`src/rtl/adc_rd_pkg.sv`:
```
package adc_rd_pkg;

    typedef enum logic [2:0] {
        ST_IDLE,
        ST_CONVERT,
        ST_GAP,
        ST_SELECT,
        ST_SHIFT,
        ST_PRESENT
    } rd_state_e;

endpackage

```
`src/rtl/sck_pacer.sv`:
```
module sck_pacer #(
    parameter int HALF = 2
) (
    input  logic clk,
    input  logic rst_n,
    input  logic run,
    output logic sck,
    output logic low_end
);
    localparam int HW = (HALF > 1) ? $clog2(HALF) : 1;

    logic [HW-1:0] cnt_q;
    logic          at_end;

    assign at_end  = (cnt_q == HW'(HALF - 1));
    assign low_end = at_end && !sck;

    always_ff @(posedge clk or negedge rst_n) begin
        if (!rst_n) begin
            cnt_q <= '0;
            sck   <= 1'b0;
        end else if (!run) begin
            cnt_q <= '0;
            sck   <= 1'b0;
        end else if (at_end) begin
            cnt_q <= '0;
            sck   <= !sck;
        end else begin
            cnt_q <= cnt_q + HW'(1);
        end
    end
endmodule

```
`src/rtl/word_capture.sv`:
```
module word_capture #(
    parameter int W = 16
) (
    input  logic         clk,
    input  logic         rst_n,
    input  logic         en,
    input  logic         bit_in,
    output logic [W-1:0] word
);
    always_ff @(posedge clk or negedge rst_n) begin
        if (!rst_n) begin
            word <= '0;
        end else if (en) begin
            word <= {word[W-2:0], bit_in};
        end
    end
endmodule

```
`src/rtl/adc_cs_reader.sv`:
```
module adc_cs_reader
    import adc_rd_pkg::*;
#(
    parameter int N_DEV     = 4,
    parameter int WORD_W    = 16,
    parameter int SCK_HALF  = 2,
    parameter int CONV_WAIT = 40,
    parameter int GAP_CYC   = 3,
    localparam int IDX_W    = (N_DEV > 1) ? $clog2(N_DEV) : 1
) (
    input  logic              clk,
    input  logic              rst_n,
    input  logic              start,
    output logic              cnv,
    output logic              sck,
    output logic [N_DEV-1:0]  sel_n,
    input  logic              sdo,
    output logic              rd_valid,
    output logic [WORD_W-1:0] rd_data,
    output logic [IDX_W-1:0]  rd_dev,
    input  logic              rd_ready
);
    localparam int WAIT_W = $clog2(CONV_WAIT + GAP_CYC + 1);
    localparam int EDGE_W = $clog2(WORD_W + 1);
    localparam logic [IDX_W-1:0]  LAST_DEV = IDX_W'(N_DEV - 1);
    localparam logic [EDGE_W-1:0] LAST_LOW = EDGE_W'(WORD_W);

    rd_state_e         state_q, state_d;
    logic [WAIT_W-1:0] wait_q, wait_d;
    logic [EDGE_W-1:0] edge_q, edge_d;
    logic [IDX_W-1:0]  dev_q, dev_d;
    logic              low_end, pace_run, cap_en;

    // state register
    always_ff @(posedge clk or negedge rst_n) begin
        if (!rst_n) begin
            state_q <= ST_IDLE;
            wait_q  <= '0;
            edge_q  <= '0;
            dev_q   <= '0;
        end else begin
            state_q <= state_d;
            wait_q  <= wait_d;
            edge_q  <= edge_d;
            dev_q   <= dev_d;
        end
    end

    // transitions
    always_comb begin
        state_d = state_q;
        wait_d  = wait_q;
        edge_d  = edge_q;
        dev_d   = dev_q;
        unique case (state_q)
            ST_IDLE: begin
                if (start) begin
                    state_d = ST_CONVERT;
                    wait_d  = '0;
                    dev_d   = '0;
                end
            end
            ST_CONVERT: begin
                if (wait_q == WAIT_W'(CONV_WAIT - 1)) begin
                    state_d = ST_GAP;
                    wait_d  = '0;
                end else begin
                    wait_d = wait_q + WAIT_W'(1);
                end
            end
            ST_GAP: begin
                if (wait_q == WAIT_W'(GAP_CYC - 1)) begin
                    state_d = ST_SELECT;
                    wait_d  = '0;
                end else begin
                    wait_d = wait_q + WAIT_W'(1);
                end
            end
            ST_SELECT: begin
                state_d = ST_SHIFT;
                edge_d  = '0;
            end
            ST_SHIFT: begin
                if (low_end) begin
                    if (edge_q == LAST_LOW) begin
                        state_d = ST_PRESENT;
                    end else begin
                        edge_d = edge_q + EDGE_W'(1);
                    end
                end
            end
            ST_PRESENT: begin
                if (rd_ready) begin
                    if (dev_q == LAST_DEV) begin
                        state_d = ST_IDLE;
                    end else begin
                        dev_d   = dev_q + IDX_W'(1);
                        state_d = ST_GAP;
                    end
                end
            end
            default: state_d = ST_IDLE;
        endcase
    end

    // outputs
    always_comb begin
        cnv      = (state_q != ST_IDLE);
        sel_n    = '1;
        if (state_q == ST_SELECT || state_q == ST_SHIFT) begin
            sel_n[dev_q] = 1'b0;
        end
        rd_valid = (state_q == ST_PRESENT);
        rd_dev   = dev_q;
        pace_run = (state_q == ST_SHIFT) && !(low_end && edge_q == LAST_LOW);
        cap_en   = (state_q == ST_SELECT) ||
                   ((state_q == ST_SHIFT) && low_end &&
                    (edge_q != '0) && (edge_q != LAST_LOW));
    end

    sck_pacer #(.HALF(SCK_HALF)) u_pacer (
        .clk     (clk),
        .rst_n   (rst_n),
        .run     (pace_run),
        .sck     (sck),
        .low_end (low_end)
    );

    word_capture #(.W(WORD_W)) u_capture (
        .clk    (clk),
        .rst_n  (rst_n),
        .en     (cap_en),
        .bit_in (sdo),
        .word   (rd_data)
    );
endmodule

```
`config.mk`:
```
export PLATFORM = sky130hd
export DESIGN_NAME = adc_cs_reader
export DESIGN_NICKNAME = d
export VERILOG_FILES = /design/src/rtl/adc_rd_pkg.sv /design/src/rtl/sck_pacer.sv /design/src/rtl/word_capture.sv /design/src/rtl/adc_cs_reader.sv
export SDC_FILE = /design/constraint.sdc
export NUM_CORES = 1
export LEC_CHECK = 0
export ABC_AREA = 1
export BUFFER_PORTS_ARGS = -buffer_cell sky130_fd_sc_hd__buf_2
export CORE_ASPECT_RATIO = 1.25
export CORE_MARGIN = 2
export CORE_UTILIZATION = 55
export CTS_CLUSTER_SIZE = 28
export DETAILED_ROUTE_END_ITERATION = 10
export PLACE_DENSITY_LB_ADDON = 0.1
export SYNTH_ARGS = -nofsm -noshare
export SYNTH_HDL_FRONTEND = slang
export SYNTH_SLANG_ARGS = --single-unit
```
`constraint.sdc`:
```
create_clock -name clk -period 2.8 [get_ports clk]
set_input_delay 0.14 -clock clk [delete_from_list [all_inputs] [get_ports clk]]
set_output_delay 0.14 -clock clk [all_outputs]
set_load 0.1 [all_outputs]
```
======== After elaboration in Yosys (flattened, before gate mapping) ========
Index checks and enable logic that the tools add are counted.
cells by class
  $add $sub $neg .......................... 4
  $lt $le $gt $ge ......................... 2
  equality and inequality tests ........... 19
  multiplexer cells ....................... 26
  bitwise gates (word level) .............. 1
  reduce and logical (&&, ||, !) cells .... 21
operator list
  cell                 count
  $mux 3               6
  $mux 6               3
  $pmux 3 s6           1
  $pmux 6 s3           1
  $ne 2x2->1 const B   8
  $mux 5               2
  $pmux 5 s2           1
  $mux 2               4
  $logic_and 1x1->1    7
  $add 6x1->6 const B  1
  $eq 3x2->1 const B   2
  $eq 3x3->1 const B   2
  $eq 6x2->1 const B   1
  $eq 6x6->1 const B   1
  $reduce_and 6->1     1
  $reduce_bool 3->1    2
  $add 5x1->5 const B  1
  $eq 5x5->1 const B   1
  $mux 1               5
  $ne 5x5->1 const B   1
  $reduce_bool 5->1    1
  $mux 4               1
  $not 4->4            1
  $pmux 2 s2           1
  other kinds (15)     18
word-level totals
  register bits after elaboration ......... 34
  input port bits ......................... 5
  logic and storage cells ................. 80

======== Logic depth before layout (Yosys ltp) ========
Gate-level depths: netlist of run 1.
  depth in word-level cells ............... 6
  depth in mapped cells ................... 10

======== Modules after synthesis ========
From an unflattened synthesis of run 1, not the netlist that was laid out.
second synthesis, totals
  cells, all modules ...................... 236
  area total of the unflattened synthesis .. 1901.8 µm²
modules (own cells, without submodules)
  module         times used  cells each  area an instance (µm²)
  adc_cs_reader  1           158         1134.8
  word_capture   1           68          684.4
  sck_pacer      1           10          82.6

======== Worst setup path after synthesis of run 1 ========
OpenSTA, ideal clock, no wires.
  path kind ............................... register to output
  start point ............................. register dev_q[0] (netlist: rd_dev[0])
  end point ............................... output port sel_n[2]
  data arrival time ....................... 2.025 ns
  path slack .............................. 0.635 ns
  cell stages (with the launch flop) ...... 4
  buffers on the path ..................... 0
  path through ............................ dfrtp_1 inv_1 ha_1 nand2_1
on the way
  cells in the longest elaborated chain, start to end .. 6
  elaborated cells on any way between the ends .. 7
  those cells by class .................... order compare: 2; mux: 3; bitwise: 1; reduce/logical: 1
RTL lines
  item                                                            line                  RTL
  from (decl)                                                     adc_cs_reader.sv:31   logic [IDX_W-1:0] dev_q, dev_d;
  from (signal assigned)                                          adc_cs_reader.sv:45   dev_q <= dev_d;
  $lt 2x3->1 (implied by the code) or $ge 2x1->1 (tied branches)  adc_cs_reader.sv:111  sel_n[dev_q] = 1'b0;
  $logic_and 1x1->1 (implied by the code)                         adc_cs_reader.sv:111
  $mux 1 (implied by the code)                                    adc_cs_reader.sv:111
  $demux 1 s2 *                                                   adc_cs_reader.sv:111
  $not 4->4 (no line) *                                           --
  $mux 4 *                                                        adc_cs_reader.sv:110  if (state_q == ST_SELECT || state_q == ST_SHIFT) begin
  to (decl)                                                       adc_cs_reader.sv:16   output logic [N_DEV-1:0] sel_n,
Mark *: on every way between the ends. The rest lies on a longest branch, timed or not.

======== Worst setup path in the final report of run 1 ========
  start point ............................. register state_q[2]
  end point ............................... output port sel_n[3]
on the way
  cells in the longest elaborated chain, start to end .. 3
  elaborated cells on any way between the ends .. 4
  those cells by class .................... eq/ne: 2; mux: 1; reduce/logical: 1
RTL lines
  item                                      line                  RTL
  from (decl)                               adc_cs_reader.sv:28   rd_state_e state_q, state_d;
  from (signal assigned)                    adc_cs_reader.sv:42   state_q <= state_d;
  $eq 3x2->1 or $eq 3x3->1 (tied branches)  adc_cs_reader.sv:110
  $logic_or 1x1->1 *                        adc_cs_reader.sv:110
  $mux 4 *                                  adc_cs_reader.sv:110
Marks and branches as above.

==> results of run 1 <==
==> cell families after synthesis <==
family          after synthesis  synth area share
buf+inv                      34            0.0964
xor+xnor                      4            0.0190
fa+ha+maj                     8            0.0543
compound gates               27            0.0903
flops                        34             0.462
simple gates                111             0.278
==> synth_stat cells, types with 2 or more instances <==
master	instances	share of area
nand2_1	58	0.12
dfrtp_1	34	0.46
inv_1	27	0.055
nand3_1	20	0.054
nor2_1	18	0.037
o21ai_0	10	0.027
ha_1	8	0.054
a21oi_2	7	0.033
a21oi_1	4	0.011
o21ai_1	4	0.011
xor2_1	4	0.019
buf_6	3	0.018
nand2_4	3	0.018
nor2_4	3	0.018
inv_2	2	0.0041
nand2_2	2	0.0068
==> metrics by stage <==
step	hold WS, ns	total power [mW]	utilization	area, um^2	worst slack, ns
after floorplan	-0.156	0.583	-	1840	0.635
after global placement	0.254	0.606	0.615	1970	1.18
after detailed placement	0.246	0.607	0.615	1970	1.12
after CTS	0.0500	0.979	0.647	2070	0.791
after global routing	0.0657	1.01	0.647	2070	0.620
final	0.0648	0.965	0.647	2070	0.799
==> cells in the final DEF (no fill, tap or decap), drive strengths merged <==
master       netlist  routed
a21oi             11      11
buf                5      29
clkbuf             0       7
clkinv             0       1
dfrtp             34      34
dlygate4sd3        0       1
ha                 8       8
inv               29      29
nand2             63      63
nand3             20      20
nand3b             1       1
nand4              1       1
nor2              22      22
nor3               2       2
o21ai             15      15
o22ai              1       1
or2                2       2
xor2               4       4
==> worst min-delay path by stage <==
stage | start | end | cells after the start
CTS | sdo | u_capture.word[0] | 3
finish | sdo | u_capture.word[0] | 3
global placement | rst_n | u_capture.word[7] | 1
detailed placement | rst_n | u_capture.word[5] | 1
global route | sdo | u_capture.word[0] | 3
floorplan | rst_n | edge_q[0] | 0
==> power groups by stage <==
stage                     registers (mW)  logic, mW  clock network [mW]
after global placement             0.513     0.0928                   0
after global routing               0.506     0.0982               0.402
after detailed placement           0.514     0.0932                   0
after floorplan                    0.573    0.00955                   0
final                              0.505     0.0934               0.367
after CTS                          0.505     0.0945               0.380
==> layer usage <==
layer | GRT usage | vias up
li1 | - | 746
met1 | 0.238 | 648
met2 | 0.318 | 38
met3 | 0.0578 | 4
met4 | 0.0915 | 0
met5 | 0 | -
==> registers in the layout, summed over array words and instances (netlist names) <==
signal and cells:
wait_q 6, rd_dev 2, state_q 3, u_capture.word 16, u_pacer.at_end 1, edge_q 5
u_pacer.sck 1
==> final cells by class <==
type	count	area, um^2	area share
repair buffers	30	155	0.0751
inverters	29	109	0.0527
clock buffers	7	86.3	0.0418
well taps	37	46.3	0.0224
multi-input cells	150	815	0.394
flip-flops and latches	34	851	0.412
clock inverters	1	5.00	0.00242
==> critical path, cell delays in order (launching register included) <==
cell     delay, ns
dfrtp_1       0.52
inv_1         0.14
nand3_1       0.22
nand2_1       0.18
nand2_1       0.09
buf_2         0.42
==> repair_timing <==
item                      in CTS  in global routing
resized for setup              0                  0
hold endpoints to repair      34                  0
hold buffers                   1                  0
==> impl_metrics.json, run 1 <==
{
  "worst-r2r-cell-count": 7,
  "synthArstFlopShare": 1.00,
  "comb_power_share": 0.097,
  "placement.io_buffers": 29,
  "arrival_ns": 1.86,
  "synth_enable_flop_cells": 0,
  "wire_per_inst_um": 11.2,
  "period_minus_slack_ns": 2.00,
  "yosysSeqAreaShare": 0.462,
  "die_width_um": 55.8,
  "core_region_area_um2": 3190,
  "fin_worst_skew_ns": 0.00762,
  "ios": 30,
  "design.final.nets": 263,
  "avgViaCountPerCell": 4.99,
  "mappedNetlistArea_um2": 1840,
  "number_of_antenna_violations_at_the_first_check_in_global_routing": 0,
  "period_share": 0.715,
  "hold_class": "primary input to flop",
  "drc": 0,
  "worst_ep_required_time_ns": 2.66,
  "die_height_um": 68.7,
  "worst_setup_path_start_kind": "flop",
  "power.static_leakage_nw": 1.07,
  "worst-slew-pin-transition_ns": 0.754,
  "clock_tree_from_tritoncts": "yes",
  "dr_wl_met2_um": 1470,
  "cell_internal_pwr_mw": 0.710,
  "timing.max_cap.violations": 0,
  "grt_overflow": 0,
  "grt_max_degree": 35,
  "r2r_start": "state_q[2]",
  "drt_wl_total_um": 3240,
  "n_antenna_cell": 0,
  "timing.critical_path.to_type": "output port",
  "instances_no_fill": 288,
  "cp-endpoint": "sel_n[3]",
  "global_route_wire_length_before_repair_um": 5580,
  "die_area_um2": 3830,
  "synth_ff_type": "dfrtp_1",
  "fmax_ghz": 0.500,
  "cts_root_buf": "clkbuf_8",
  "layout_overhead_on_the_synthesized_area_pct": 12.2,
  "worst_skew_pair.late_latency_ns": 0.28,
  "report.final.slew_viol_count": 0,
  "post_synthesis_net_count": 231,
  "ant_nets": 0,
  "peakVddDrop_mv": 0.316,
  "dr_wl_met3_um": 173,
  "clk_transition_reported_paths_ns": 0.07,
  "initial_core_util": 0.577,
  "power.net_switching_mw": 0.255,
  "pwr-share-seq": 0.523,
  "yosys_register_bits": 34,
  "slew_headroom": 0.497,
  "crit-reg2reg-capture": "edge_q[0]",
  "hold_viol_final": 0,
  "fillerInstances": 289,
  "dr_total_vias": 1436,
  "r2r_setup_slack_ns": 1.24,
  "finalWeightedCongestion": 0.859,
  "timing.setup.tns_ns": 0,
  "cts_inserted_buffers": 5,
  "synth-warning-count": 0,
  "first_iter_violations": 42,
  "h-tree-depth": 2,
  "power.clock.fraction": 0.380,
  "outcome": "finished, final reports clean",
  "clock_tree_buf_depth": 2,
  "layout-drive-gt1-share": 0.227,
  "power_per_cell_area_nw_per_um2": 467,
  "cell_count_after_placement": 279,
  "crit_fanout": 8,
  "routedLengthMet1_um": 1540,
  "placement_rows": 23,
  "dp_hpwl_um": 2330,
  "critical_path_source": "state_q[2]",
  "rsz0062_at_grt": "no",
  "top_signal_layer_used": "met4",
  "detailedRoute.firstPassIterationCount": 4,
  "crit_type": "flop to output port",
  "grt_pass1_vias": 1245,
  "synth_cell_type_count": 27,
  "clock_sinks": 34,
  "switching_share": 0.264,
  "finalSetupViolations": 0,
  "postSynthAreaPerCell_um2": 8.45,
  "grt.total_usage": 0.194,
  "postCtsSetupRepairBufs": 0,
  "synth_instances": 218
}
(Power assumes the default switching activity.)
==> run 2, diff against run 1 <==
ABC_AREA = 0   (was 1)
clock period = 1.95 ns   (was 2.8 ns; I/O delays follow)
==> run 2 against run 1 <==
Net effect: die area fell by 1.3%; global-route usage rose by 0.71 points; total power rose by 41%; clock-buffer cell count fell by 2; sequential share of layout area fell by 2.1 points; via count fell by 6.8%; clock skew fell by 0.0010 ns.
==> impl_metrics.json, run 2 <==
{
  "finalWeightedCongestion": 0.823,
  "clock_tree_buf_depth": 2,
  "global_route_wire_length_before_repair_um": 5800,
  "drt_wl_total_um": 3490,
  "instances_no_fill": 239,
  "multiInputGateArea_um2": 915,
  "avgViaCountPerCell": 5.60,
  "h-tree-depth": 2,
  "design.final.nets": 215,
  "final_util": 0.687,
  "layout_overhead_on_the_synthesized_area_pct": 20.7,
  "placement_rows": 23,
  "synth_enable_flop_cells": 0,
  "detailedRoute.firstPassIterationCount": 5,
  "dr_wl_met2_um": 1870,
  "arrival_ns": 2.07,
  "final-seq-area_um2": 858,
  "wire_per_inst_um": 14.6,
  "core_region_area_um2": 3190,
  "hold_class": "primary input to flop",
  "mostFrequentLayoutCell": "dfrtp_1",
  "outcome": "finished, final reports clean",
  "largest_register_ffs": 16,
  "placement.io_buffers": 29,
  "worst-slew-pin-transition_ns": 0.741,
  "crit_fanout": 2,
  "synth-warning-count": 0,
  "timing.max_cap.violations": 0,
  "grt_overflow": 0,
  "grt.total_usage": 0.201,
  "power_per_cell_area_nw_per_um2": 621,
  "synth_instances": 160,
  "stdcell_area_um2": 2190,
  "ant_nets": 0,
  "yosysSeqAreaShare": 0.468,
  "postSynthAreaPerCell_um2": 11.4,
  "total_power_mw": 1.36,
  "period_share": 0.975,
  "worst_setup_path_start_kind": "flop",
  "clock_sinks": 34,
  "power.static_leakage_nw": 1.05,
  "finalSetupViolations": 0,
  "yosys-top-cells-area": "dfrtp_1 47%, mux2_4 8.3%, ha_1 5.5%",
  "grt_max_degree": 35,
  "grt_pass1_vias": 1318,
  "dp_hpwl_um": 2470,
  "dr_total_vias": 1338,
  "clk_transition_reported_paths_ns": 0.07,
  "regMostFlops": "u_capture.word",
  "place_ws_ns": 0.00251,
  "die_width_um": 55.4,
  "dr_wl_met3_um": 99,
  "fmax_ghz": 0.526,
  "layout-drive-gt1-share": 0.401,
  "synth_cell_type_count": 45,
  "hold_viol_final": 0,
  "die_area_um2": 3780,
  "routedLengthMet1_um": 1450,
  "post_synthesis_net_count": 173,
  "die_height_um": 68.3,
  "synth.most_common_cell": "dfrtp_1",
  "cell_count_after_placement": 227,
  "cts_inserted_buffers": 5,
  "largest_registers": "u_capture.word (16), wait_q (6), edge_q (5)",
  "worst_skew_pair.late_latency_ns": 0.28,
  "timing.setup.tns_ns": 0,
  "first_iter_violations": 63,
  "n_antenna_cell": 0,
  "synth_top_area_cell": "dfrtp_1",
  "yosys_register_bits": 34,
  "peakVddDrop_mv": 0.480,
  "timing.critical_path.to_type": "flop",
  "top_signal_layer_used": "met4",
  "final.setup.worst_slack_ns": 0.0483,
  "fillerInstances": 264,
  "crit_type": "flop to flop",
  "period_minus_slack_ns": 1.90,
  "dpl-instance-area_um2": 2020,
  "yosys-top-cells-count": "34 x dfrtp_1, 15 x nand2_1, 10 x mux2_4, 10 x nor2_1, 8 x ha_1",
  "worst_ep_required_time_ns": 2.12,
  "clock_tree_from_tritoncts": "yes",
  "ios": 30,
  "synthArstFlopShare": 1.00,
  "drc": 0,
  "whs_ns": 0.0446,
  "cts_root_buf": "clkbuf_8",
  "post-synth-top-area-fraction": 0.468,
  "most-common-layout-cells": "28 x dfrtp_1, 24 x buf_2, 14 x nand2_1",
  "fin_worst_skew_ns": 0.00662,
  "initial_core_util": 0.569,
  "synth_ff_type": "dfrtp_1",
  "number_of_antenna_violations_at_the_first_check_in_global_routing": 0,
  "mappedNetlistArea_um2": 1820,
  "slew_headroom": 0.506,
  "report.final.slew_viol_count": 0
}
==> run 2: logic make-up (layout without fill, tap and decap cells) <==
kind of cell | Yosys count | after routing | share of synthesized area
AO/OA/AOI/OAI | 29 | 29 | 0.123
XOR/XNOR | 3 | 3 | 0.0145
flip-flops | 34 | 34 | 0.468
buffers and inverters | 13 | 55 | 0.0379
adder cells (fa/ha/maj) | 8 | 8 | 0.0551
multiplexers | 18 | 18 | 0.131
AND/OR/NAND/NOR | 55 | 55 | 0.171
==> run 2: timing repair <==
item,CTS,global route
cloned,0,0
endpoints found under the setup margin,6,13
pin swaps,0,5
setup buffers,1,3
hold endpoints to repair,34,0
hold buffers,1,0
gates resized for setup,5,10
==> run 2: critical path: stages, from the launching register on <==
cell       delay [ns]
dfrtp_1          0.38
inv_1            0.06
ha_2             0.17
nand4bb_1        0.15
or4_4            0.55
nand3_2          0.09
nand2_2          0.07
mux2_1           0.31
==> run 2: final cells by class <==
cell class                 instances  share of cell area
timing repair buffer              41               0.123
clock buffer                       5              0.0314
clock inverter                     2             0.00456
inverter                           7              0.0120
sequential                        34               0.391
tap                               37              0.0211
multi-input combinational        113               0.417
==> run 2: where the power goes <==
| group | switching, mW | leakage (nW) | total [mW] | internal (mW) |
|---|---|---|---|---|
| Clock | 0.250 | 0.0438 | 0.490 | 0.239 |
| Sequential | 0.00910 | 0.396 | 0.727 | 0.718 |
| Combinational | 0.119 | 0.614 | 0.146 | 0.0264 |
| Total | 0.379 | 1.05 | 1.36 | 0.984 |
==> run 2: final timing paths <==
path | slack (ns) | from | depth (start not counted) | end
max | 0.05 | edge_q[1] | 7 | state_q[0]
min | 0.04 | sdo | 2 | u_capture.word[0]
max reg2reg | 0.05 | edge_q[1] | 7 | state_q[0]
min reg2reg | 0.45 | u_pacer.at_end | 1 | u_pacer.at_end
max in group asynchronous | 1.02 | rst_n | 2 | rd_dev[0]
min in group asynchronous | 0.41 | rst_n | 2 | u_capture.word[14]
==> run 2: layer usage <==
layer / track usage / vias up
li1: - / 646
met4: 0.113 / 0
met5: 0 / -
met1: 0.210 / 667
met3: 0.0643 / 7
met2: 0.362 / 18
==> run 3, diff against run 2 <==
REMOVE_ABC_BUFFERS = 1   (was not set)
SLEW_MARGIN = 0   (was not set)
==> run 3 against run 2 <==
Net effect: sequential power barely moved; total power fell by 0.20%; clock skew rose by 0.00077 ns; die area did not move; sequential share of layout area rose by 0.15 points; wire length rose by 0.32%; final area fell by 0.97%; worst setup slack improved by 0.027 ns; critical path depth fell by 2; non-clock buffer count rose by 1; fmax rose by 1.5%; via count did not move; critical path type is now flop to output port; critical endpoint is now sel_n[3]; largest power group unchanged.
==> impl_metrics.json, run 3 (synthesis gave the netlist of run 2 again) <==
{
  "power_per_cell_area_nw_per_um2": 626,
  "period_minus_slack_ns": 1.87,
  "final-seq-area_um2": 853,
  "critical_path.top_delay_family": "simple AND/OR/NAND/NOR gates",
  "period_share": 0.961,
  "clk_transition_reported_paths_ns": 0.07,
  "hold_class": "primary input to flop",
  "grt_overflow": 0,
  "clock_sinks": 34,
  "avgViaCountPerCell": 5.58,
  "worst-slew-pin-transition_ns": 0.745,
  "worst_path_max_delay_cell": "dfrtp_2",
  "timing.max_cap.violations": 0,
  "grt_max_degree": 35,
  "cp_num_buf_inv": 2,
  "dp_hpwl_um": 2460,
  "placement.io_buffers": 29,
  "clock_tree_buf_depth": 2,
  "power.static_leakage_nw": 1.05,
  "grt.total_usage": 0.205,
  "fillerInstances": 263,
  "hold_viol_final": 0,
  "ios": 30,
  "report.final.slew_viol_count": 0,
  "first_iter_violations": 25,
  "outcome": "finished, final reports clean",
  "grt_pass1_vias": 1337,
  "rsz0062_at_grt": "yes",
  "whs_ns": 0.0539,
  "layout_overhead_on_the_synthesized_area_pct": 19.5,
  "clock_tree_from_tritoncts": "yes",
  "drc": 0,
  "core_region_area_um2": 3190,
  "h-tree-depth": 2,
  "crit_fanout": 9,
  "detailedRoute.firstPassIterationCount": 6,
  "critical_path.max_stage_delay_ns": 0.46,
  "most-common-layout-cells": "32 x dfrtp_1, 25 x buf_2, 15 x nand2_1, 15 x buf_4",
  "worst_setup_path_start_kind": "flop",
  "design.final.nets": 216,
  "placement_rows": 23,
  "peakVddDrop_mv": 0.620,
  "largest_registers": "u_capture.word (16), wait_q (6), edge_q (5)",
  "global_route_wire_length_before_repair_um": 5950,
  "drt_wl_total_um": 3500,
  "slew_headroom": 0.503,
  "finalSetupViolations": 0,
  "finalWeightedCongestion": 0.835,
  "cts_inserted_buffers": 5,
  "n_antenna_cell": 0,
  "die_width_um": 55.4,
  "die_height_um": 68.3,
  "regMostFlops": "u_capture.word",
  "multiInputGateArea_um2": 901,
  "crit_type": "flop to output port",
  "mostFrequentLayoutCell": "dfrtp_1",
  "largest_register_ffs": 16,
  "arrival_ns": 1.78,
  "fin_worst_skew_ns": 0.00739,
  "initial_core_util": 0.569,
  "worst_ep_required_time_ns": 1.85,
  "layout-drive-gt1-share": 0.365,
  "die_area_um2": 3780,
  "dr_total_vias": 1338,
  "timing.critical_path.to_type": "output port",
  "fmax_ghz": 0.533,
  "worst_skew_pair.late_latency_ns": 0.28,
  "number_of_antenna_violations_at_the_first_check_in_global_routing": 0,
  "total_power_mw": 1.36,
  "path_cells": "or3b_4, buf_4, nand2_1, nand2_1, buf_4",
  "ant_nets": 0,
  "cts_root_buf": "clkbuf_8",
  "wire_per_inst_um": 14.6
}
run 3: metal layers:
metal,vias to the layer above,GRT usage,routed length (um)
li1,649,-,-
met1,651,0.227,1460
met2,28,0.366,1860
met3,10,0.0529,112
met4,0,0.107,71
met5,-,0,0
run 3: area by class of cell:
cell class / instances / share of cell area
clock buffers: 5 / 0.0317
clock inverters: 2 / 0.00461
inverters: 7 / 0.0121
multi-input cells: 113 / 0.415
flip-flops and latches: 34 / 0.393
well taps: 37 / 0.0213
repair buffers: 42 / 0.123
run 3: worst paths after layout:
path,from,endpoint,slack (ns),cells past startpoint
min in group asynchronous,rst_n,u_capture.word[14],0.42,2
max in group asynchronous,rst_n,state_q[2],1.02,2
max,state_q[1],sel_n[3],0.08,5
min reg2reg,u_pacer.at_end,u_pacer.at_end,0.45,1
min,sdo,u_capture.word[0],0.05,2
max reg2reg,edge_q[1],state_q[0],0.08,7
run 3: through the flow:
step	cell area, um^2	worst slack [ns]	std cells	TNS [ns]	utilization
detailed placement	2040	-0.00499	230	-0.00499	0.639
global route	2170	-0.0329	240	-0.0329	0.680
CTS	2140	0.0351	238	0	0.671
floorplan	1780	-0.349	154	-5.79	-
finish	2170	0.0755	240	0	0.680
global placement	2040	0.0927	230	0	0.639
run 3: power breakdown:
part           leakage [nW]  switching, mW  total [mW]  internal (mW)
clock                0.0438          0.247       0.486          0.239
combinational         0.609          0.120       0.146         0.0264
sequential            0.400        0.00944       0.728          0.718
run 3: repair_timing:
item,CTS,global route
endpoints found under the hold margin,34,0
buffers inserted,0,2
setup endpoints to repair,10,13
pin swaps,0,2
hold buffers,1,0
gates cloned,0,0
gates resized for setup,6,1
